File: src/rtl/sinc5_pkg.sv
package sinc5_pkg;
  localparam int DEF_ORDER = 5;
  localparam int DEF_DEC   = 64;
  localparam int DEF_DIV   = 6;
  localparam int DEF_OUT_W = 24;

  // growth of order*log2(dec) bits plus sign plus one guard bit for +full scale
  function automatic int acc_width(input int order, input int dec);
    return order * $clog2(dec) + 2;
  endfunction

  // right shift that maps the full-scale magnitude onto the output sign boundary
  function automatic int out_shift(input int order, input int dec, input int out_w);
    return order * $clog2(dec) - (out_w - 1);
  endfunction
endpackage

File: src/rtl/sinc_timing.sv
module sinc_timing #(
  parameter int DIV = 6,
  parameter int DEC = 64
) (
  input  logic clk,
  input  logic rst,
  output logic smp_stb,
  output logic dec_stb
);
  localparam int DW = (DIV > 1) ? $clog2(DIV) : 1;
  localparam int RW = (DEC > 1) ? $clog2(DEC) : 1;

  logic [DW-1:0] div_q;
  logic [RW-1:0] dec_q;
  logic          wrap;

  assign wrap = (div_q == DW'(DIV - 1));

  always_ff @(posedge clk) begin
    if (rst) begin
      div_q   <= '0;
      dec_q   <= '0;
      smp_stb <= 1'b0;
      dec_stb <= 1'b0;
    end else begin
      div_q   <= wrap ? '0 : div_q + DW'(1);
      smp_stb <= wrap;
      dec_stb <= wrap && (dec_q == RW'(DEC - 1));
      if (wrap) dec_q <= (dec_q == RW'(DEC - 1)) ? '0 : dec_q + RW'(1);
    end
  end


  smp_one_clk_chk: assert property (@(posedge clk) disable iff (rst)
    smp_stb |=> !smp_stb);


  dec_on_smp_chk: assert property (@(posedge clk) disable iff (rst)
    dec_stb |-> smp_stb);
endmodule

File: src/rtl/sinc_integ.sv
module sinc_integ #(
  parameter int ORDER = 5,
  parameter int ACC_W = 32
) (
  input  logic                    clk,
  input  logic                    rst,
  input  logic                    smp,
  input  logic                    bit_in,
  output logic signed [ACC_W-1:0] acc_out
);
  logic signed [ACC_W-1:0] acc [ORDER];
  logic signed [ACC_W-1:0] step;
  logic signed [ACC_W-1:0] first_q;

  assign step    = bit_in ? ACC_W'(1) : {ACC_W{1'b1}};
  assign first_q = acc[0];
  assign acc_out = acc[ORDER-1];

  always_ff @(posedge clk) begin
    if (rst) begin
      for (int i = 0; i < ORDER; i++) acc[i] <= '0;
    end else if (smp) begin
      acc[0] <= acc[0] + step;
      for (int i = 1; i < ORDER; i++) acc[i] <= acc[i] + acc[i-1];
    end
  end


  step_pm1_chk: assert property (@(posedge clk) disable iff (rst)
    smp |=> (((first_q - $past(first_q)) == ACC_W'(1)) ||
             ((first_q - $past(first_q)) == {ACC_W{1'b1}})));


  idle_hold_chk: assert property (@(posedge clk) disable iff (rst)
    !smp |=> $stable(first_q));
endmodule

File: src/rtl/sinc_comb.sv
module sinc_comb #(
  parameter int ORDER = 5,
  parameter int ACC_W = 32
) (
  input  logic                    clk,
  input  logic                    rst,
  input  logic                    in_vld,
  input  logic signed [ACC_W-1:0] in_data,
  output logic                    out_vld,
  output logic signed [ACC_W-1:0] out_data
);
  logic [ORDER-1:0] vv;

  for (genvar g = 0; g < ORDER; g++) begin : stg
    logic signed [ACC_W-1:0] din;
    logic signed [ACC_W-1:0] dly_q;
    logic signed [ACC_W-1:0] y_q;
    logic                    vin;
    logic                    v_q;

    if (g == 0) begin : head
      assign din = in_data;
      assign vin = in_vld;
    end else begin : tail
      assign din = stg[g-1].y_q;
      assign vin = stg[g-1].v_q;
    end

    always_ff @(posedge clk) begin
      if (rst) begin
        dly_q <= '0;
        y_q   <= '0;
        v_q   <= 1'b0;
      end else begin
        v_q <= vin;
        if (vin) begin
          dly_q <= din;
          y_q   <= din - dly_q;
        end
      end
    end

    assign vv[g] = v_q;
  end

  assign out_data = stg[ORDER-1].y_q;
  assign out_vld  = stg[ORDER-1].v_q;


  comb_single_flight_chk: assert property (@(posedge clk) disable iff (rst)
    $onehot0(vv));
endmodule

File: src/rtl/sinc_out.sv
module sinc_out #(
  parameter int ACC_W  = 32,
  parameter int OUT_W  = 24,
  parameter int SHIFT  = 7,
  parameter int SETTLE = 5
) (
  input  logic                    clk,
  input  logic                    rst,
  input  logic                    in_vld,
  input  logic signed [ACC_W-1:0] in_data,
  output logic        [OUT_W-1:0] word_q,
  output logic                    vld_q,
  output logic                    settled_q
);
  localparam int CW = $clog2(SETTLE + 1);
  localparam logic signed [ACC_W-1:0] MAXV = ACC_W'((64'sd1 <<< (OUT_W - 1)) - 64'sd1);
  localparam logic signed [ACC_W-1:0] MINV = -MAXV - ACC_W'(1);

  logic signed [ACC_W-1:0] shifted;
  logic        [OUT_W-1:0] clip;
  logic        [CW-1:0]    cnt_q;

  assign shifted = in_data >>> SHIFT;

  always_comb begin
    if (shifted > MAXV)      clip = MAXV[OUT_W-1:0];
    else if (shifted < MINV) clip = MINV[OUT_W-1:0];
    else                     clip = shifted[OUT_W-1:0];
  end

  always_ff @(posedge clk) begin
    if (rst) begin
      word_q    <= '0;
      vld_q     <= 1'b0;
      settled_q <= 1'b0;
      cnt_q     <= '0;
    end else begin
      vld_q <= in_vld;
      if (in_vld) begin
        word_q <= clip;
        if (cnt_q != CW'(SETTLE)) cnt_q <= cnt_q + CW'(1);
        if (cnt_q >= CW'(SETTLE - 1)) settled_q <= 1'b1;
      end
    end
  end


  word_one_clk_chk: assert property (@(posedge clk) disable iff (rst)
    vld_q |=> !vld_q);


  settle_sticky_chk: assert property (@(posedge clk) disable iff (rst)
    !$fell(settled_q));


  settle_on_word_chk: assert property (@(posedge clk) disable iff (rst)
    $rose(settled_q) |-> vld_q);


  word_hold_chk: assert property (@(posedge clk) disable iff (rst)
    !vld_q |-> $stable(word_q));
endmodule

File: src/rtl/sinc5_decim.sv
module sinc5_decim #(
  parameter int ORDER = sinc5_pkg::DEF_ORDER,
  parameter int DEC   = sinc5_pkg::DEF_DEC,
  parameter int DIV   = sinc5_pkg::DEF_DIV,
  parameter int OUT_W = sinc5_pkg::DEF_OUT_W
) (
  input  logic             clk,
  input  logic             rst,
  input  logic             mod_bit,
  output logic             mod_stb,
  output logic [OUT_W-1:0] word,
  output logic             word_vld,
  output logic             settled
);
  localparam int ACC_W = sinc5_pkg::acc_width(ORDER, DEC);
  localparam int SHIFT = sinc5_pkg::out_shift(ORDER, DEC, OUT_W);

  logic                    smp;
  logic                    dec;
  logic signed [ACC_W-1:0] integ_q;
  logic                    comb_vld;
  logic signed [ACC_W-1:0] comb_q;

  sinc_timing #(.DIV(DIV), .DEC(DEC)) u_timing (
    .clk     (clk),
    .rst     (rst),
    .smp_stb (smp),
    .dec_stb (dec)
  );

  sinc_integ #(.ORDER(ORDER), .ACC_W(ACC_W)) u_integ (
    .clk     (clk),
    .rst     (rst),
    .smp     (smp),
    .bit_in  (mod_bit),
    .acc_out (integ_q)
  );

  sinc_comb #(.ORDER(ORDER), .ACC_W(ACC_W)) u_comb (
    .clk      (clk),
    .rst      (rst),
    .in_vld   (dec),
    .in_data  (integ_q),
    .out_vld  (comb_vld),
    .out_data (comb_q)
  );

  sinc_out #(.ACC_W(ACC_W), .OUT_W(OUT_W), .SHIFT(SHIFT), .SETTLE(ORDER)) u_out (
    .clk       (clk),
    .rst       (rst),
    .in_vld    (comb_vld),
    .in_data   (comb_q),
    .word_q    (word),
    .vld_q     (word_vld),
    .settled_q (settled)
  );

  assign mod_stb = smp;
endmodule

File: config.mk
export PLATFORM = sky130hd
export DESIGN_NAME = sinc5_decim
export DESIGN_NICKNAME = d
export VERILOG_FILES = /design/src/rtl/sinc5_pkg.sv /design/src/rtl/sinc_timing.sv /design/src/rtl/sinc_integ.sv /design/src/rtl/sinc_comb.sv /design/src/rtl/sinc_out.sv /design/src/rtl/sinc5_decim.sv
export SDC_FILE = /design/constraint.sdc
export NUM_CORES = 2
export LEC_CHECK = 0
export CAP_MARGIN = 25
export CELL_PAD_IN_SITES_DETAIL_PLACEMENT = 0
export CELL_PAD_IN_SITES_GLOBAL_PLACEMENT = 1
export CORE_AREA = 4 4 269 271
export CTS_CLUSTER_SIZE = 20
export DETAILED_ROUTE_END_ITERATION = 7
export DIE_AREA = 0 0 273 275
export DONT_BUFFER_PORTS = 1
export PLACE_DENSITY_LB_ADDON = 0.1
export SYNTH_ARGS = -nofsm -noshare
export SYNTH_HDL_FRONTEND = slang
export SYNTH_SLANG_ARGS = --single-unit
File: constraint.sdc
create_clock -name clk -period 4.6 [get_ports clk]
set_input_delay 0.46 -clock clk [delete_from_list [all_inputs] [get_ports clk]]
set_output_delay 0.46 -clock clk [all_outputs]
set_load 0.02 [all_outputs]
Yosys cells after proc, flatten, opt, wreduce, memory -nomap -nowiden
Memory sizes are Yosys's and may differ from the RTL's. Index checks and enable logic that the tools add are counted. W data, S select, Z words.

Register bits: 365. Bits in writable memories: 160. Bits of input ports: 3. Output and inout port bits: 27. Logic and storage cells: 66. Memories: 1.

Memories: u_integ.acc (depth 5, bits a word 32, read ports 5, clocked after memory_dff 0, write ports 5, RTL line sinc_integ.sv:11) `logic signed [ACC_W-1:0] acc [ORDER];`.

Add/subtract/negate cells: 13. Magnitude comparators: 3. Equality and inequality tests: 3. Multiplexer cells: 14. Bitwise logic cells: 5. Reduce and logical (&&, ||, !) cells: 4.

Operators with widths (number): $mux W32 (6); $add A32 B32 Y32 (5); $sub A32 B32 Y32 (5); $mux W24 (2); $gt A25 B24 Y1 const B (1); $lt A25 B24 Y1 const B (1); $add A3 B1 Y3 const B (2); $add A6 B1 Y6 const B (1); $eq A6 B6 Y1 const B (1); $mux W6 (1); $mux W1 (5); $or A1 B1 Y1 (5); $reduce_and A2 Y1 (2); $eq A3 B3 Y1 const B (1); $ge A3 B3 Y1 const B (1); $ne A3 B3 Y1 const B (1); $reduce_or A2 Y1 (1); $logic_and A1 B1 Y1 (1).

Longest topological paths before layout
Depth after elaboration: 4. Depth in mapped cells: 12. Mapped depth without buffers: 12.

Hierarchy
A second synthesis with hierarchy kept.

Cells, all modules: 4110. Area total of the unflattened synthesis: 35674.2 um^2.

Modules (own cells, without submodules): sinc_comb (instances 1, cells each 2504, area an instance 20572.2 um^2, sequential area each 6506.2 um^2); sinc_integ (instances 1, cells each 1424, area an instance 13369.1 um^2, sequential area each 4804.6 um^2); sinc_out (instances 1, cells each 128, area an instance 1252.5 um^2, sequential area each 580.6 um^2); sinc_timing (instances 1, cells each 54, area an instance 480.5 um^2, sequential area each 220.2 um^2).

Worst setup path after synthesis
Ideal clock, no wire load.

Kind: input to register. Start point: input rst. End point: memory u_integ.acc[0][0], enable pin. Setup time: 0.453 ns. Data arrival time: 3.028 ns. Required time: 4.147 ns. Setup slack: 1.119 ns. Cell stages on the path: 3. Buffers on the path: 2. Cell sequence: clkbuf_1 > buf_1 > or2_2.

RTL lines: start, declared (RTL line sinc5_decim.sv:8) `input logic rst,`; end, declared (RTL line sinc_integ.sv:11).

Worst setup path after layout
Start point: register u_comb.stg[2].y_q[0]. End point: register u_comb.stg[3].y_q[26].

Word-level cells in the longest chain between the ends: 1.

Ends and longest elaborated chain: start, declared (RTL line sinc_comb.sv:17) `logic signed [ACC_W-1:0] y_q;`; start signal, assigned (RTL line sinc_comb.sv:38) `y_q <= din - dly_q;`; $sub A32 B32 Y32 (RTL line sinc_comb.sv:38); end signal, assigned (RTL line sinc_comb.sv:38); end, declared (RTL line sinc_comb.sv:17).

Every way passes these cells. A chain may end at the register's enable or synchronous reset.

==> out/metrics.yaml <==
dieWidth_um: 273
die_area_um2: 75100
grt_usage_pct: 22.1
min_from: "rst"
finalSetupTns_ns: 0
place_ws_ns: 1.01
finalHoldViolCount: 0
worst_slack_ns: 1.01
grt_setup_unrepaired: "false"
synth.distinct_cells: 97
busiest_layer: "met2"
root_buffer: "clkbuf_16"
synthFlopType: "dfxtp_1"
fillers: 6699
arrival_ns: 4.16
fin_nets: 4354
rr_worst_depth: 13
synth-warning-count: 0
power_density_nw_per_um2: 284
avgViaCountPerCell: 5.61
gp_congestion: 0.858
slew_headroom_pct: 18.6
use_met2_pct: 37.9
min_period_over_period_pct: 77.9
cp-start-kind: "register"
regToRegStartpoint: "u_comb.stg[2].y_q[0]"
ir_drop_mv: 0.261
place_inst: 4835
top_level_ports: 30
crit_path_max_incr_delay_ns: 0.55
hold_depth: 3
die_y_um: 275
drcViolationCount: 0
synth.net_count: 4370
reg2reg_slack_ns: 1.01
worstPathMaxFanout: 4
met3_usage_pct: 2.37
drt-total-wl_um: 83900
dp_hpwl_um: 59900
clock_latency_ns: 0.63
stdcell_count: 5020
cts.sinks: 518
rows: 97
crit_required_ns: 5.17
startpoint: "u_comb.stg[2].y_q[0]"
fp.coreArea_um2: 69800
cpMaxStageDelayCell: "dlygate4sd3_1"
fmax_ghz: 0.279
tightest_slew_ns: 1.22
criticalPathCategory: "reg -> reg"
finalSetupViolations: 0
cts_tree: "yes"
hold_buffers: 71
start_util_pct: 49.8
skew_ns: 0.0154
synth_edf_count: 160
crit_path_frequent_cell: "a311oi_1"
antenna_found_initial: 0
cts_htree_levels: 2
ctsResizeCount: 0
endpoint_kind: "register"
grt_max_degree: 251
status: "finished, final reports clean"
fin_crit_ns: 3.59
drt_iter0_drc: 1607
grt_pass1_wl_um: 139000
ant_nets: 0
yosysTopAreaCellShare_pct: 20.6
wl_per_cell_um: 16.7
yosys_register_bits: 518
drt-pass1-iter-count: 5
yosys.area.top_type: "dfxtp_1"
drive_gt1_share_pct: 4.24
finalMaxSlewViolations: 0
ys_seq_area_share_pct: 34.4
synth_area_leaders: "dfxtp_1 (21%), edfxtp_1 (14%), ha_1 (11%), mux2i_1 (6.5%), nor2_1 (6.2%)"
met1_usage_pct: 29.9
syn-instance-count: 4045
p_leak_nw: 15.6
cts_inserted_buffers: 61
hp-class: "in -> reg"
avgSynthCellArea_um2: 8.59
synthArstFlopShare_pct: 0
numPortBuffers: 0
overflow: 0
post_cts_buffers: 0
clk_pin_slew_ns: 0.06
grt_pass1_vias: 26900
clockBufferDepth: 3
area_growth_pct: 10.1
dr_total_vias: 28100
crit_chain: "inv_1, ha_1, fa_1, nor2b_1, o31ai_2, a311oi_1, o211a_1, nor2_1, o21ai_1, a311oi_1, or3_1, a21oi_1, dlygate4sd3_1"
drv_cap: 0
syn-cell-area_um2: 34800
## cells in the final DEF (no fill, tap or decap), types with 87 or more instances in the layout
cell type / instances
o21ai_0: 169
inv_1: 236
edfxtp_1: 160
nand2_1: 244
xnor2_1: 127
nor3_1: 92
mux2i_1: 227
ha_1: 313
xor2_1: 87
a21o_1: 169
nor2_1: 570
a21oi_1: 297
dfxtp_1: 353
nand3_1: 87
## where the power goes
group / internal (mW) / leakage (nW) / switching [mW]
Clock: 3.04 / 1.01 / 1.99
Sequential: 4.76 / 4.54 / 0.0748
Combinational: 0.387 / 10.1 / 0.594
## layout make-up
| cell class | instances | area, um^2 | area share (%) |
|---|---|---|---|
| diodes | 1 | 2.50 | 0.00654 |
| well taps | 940 | 1180 | 3.07 |
| repair buffers | 89 | 876 | 2.29 |
| clock inverters | 26 | 388 | 1.01 |
| flip-flops and latches | 518 | 12000 | 31.3 |
| multi-input cells | 3120 | 21300 | 55.6 |
| inverters | 239 | 897 | 2.34 |
| clock buffers | 87 | 1680 | 4.40 |
## worst max-delay path, delay by kind of cell, from the launching register on
family,cells,cell delay [ns]
buf+inv,2,0.60
simple gates,3,0.70
fa+ha+maj,2,0.59
compound gates,6,1.29
flops,1,0.36
## cells in the mapped netlist (127+ instances only)
library cell / n
a21o_1: 169
a21oi_1: 297
clkbuf_1: 141
dfxtp_1: 358
edfxtp_1: 160
ha_1: 313
inv_1: 237
mux2i_1: 227
nand2_1: 245
nor2_1: 570
o21ai_0: 169
xnor2_1: 127
## worst paths after layout
check,to
worst max-delay path,u_comb.stg[3].y_q[26]
worst min-delay path,u_comb.stg[3].y_q[24]
worst max register to register,u_comb.stg[3].y_q[26]
worst min register to register,u_comb.stg[2].y_q[29]
## logic make-up (layout without fill, tap and decap cells)
| kind of cell | after synthesis | in the layout | synth area share [%] |
|---|---|---|---|
| adders and majority gates | 322 | 322 | 11.8 |
| other | 0 | 1 | 0 |
| and+or+nand+nor | 1293 | 1293 | 17.1 |
| AOI/OAI and AO/OA | 1061 | 1061 | 20.2 |
| muxes | 230 | 230 | 6.64 |
| DFF | 518 | 518 | 34.4 |
| xor gates and xnor gates | 214 | 214 | 5.39 |
| buffers and inverters | 407 | 441 | 4.41 |
## registers in the layout, summed over array words and instances (netlist names)
signal / flops
u_comb.stg.dly_q: 160
u_integ.acc: 160
u_comb.stg.y_q: 128
u_comb.out_data: 25
u_out.word_q: 24
u_timing.dec_q: 6
u_comb.stg.v_q: 4
u_out.cnt_q: 3
u_timing.div_q: 3
u_comb.out_vld: 1
u_out.settled_q: 1
u_out.vld_q: 1
u_timing.dec_stb: 1
u_timing.smp_stb: 1
## layer usage
layer | share of wire [%] | vias up
li1 | - | 14500
met1 | 48 | 13200
met4 | 2.4 | 0
met2 | 47 | 304
met5 | 0 | -
met3 | 3.0 | 109
## stage by stage
| stage | power (mW) | hold slack (ns) | instance area [um^2] | util (%) |
|---|---|---|---|---|
| after floorplan | 5.69 | 0.439 | 34800 | - |
| after global placement | 5.87 | 0.456 | 35500 | 50.8 |
| after detailed placement | 5.87 | 0.466 | 35500 | 50.8 |
| after CTS | 11.0 | 0.00366 | 38300 | 54.8 |
| after global routing | 11.3 | 0.0316 | 38300 | 54.8 |
| final | 10.9 | 0.0615 | 38300 | 54.8 |
(Power assumes the default switching activity.)
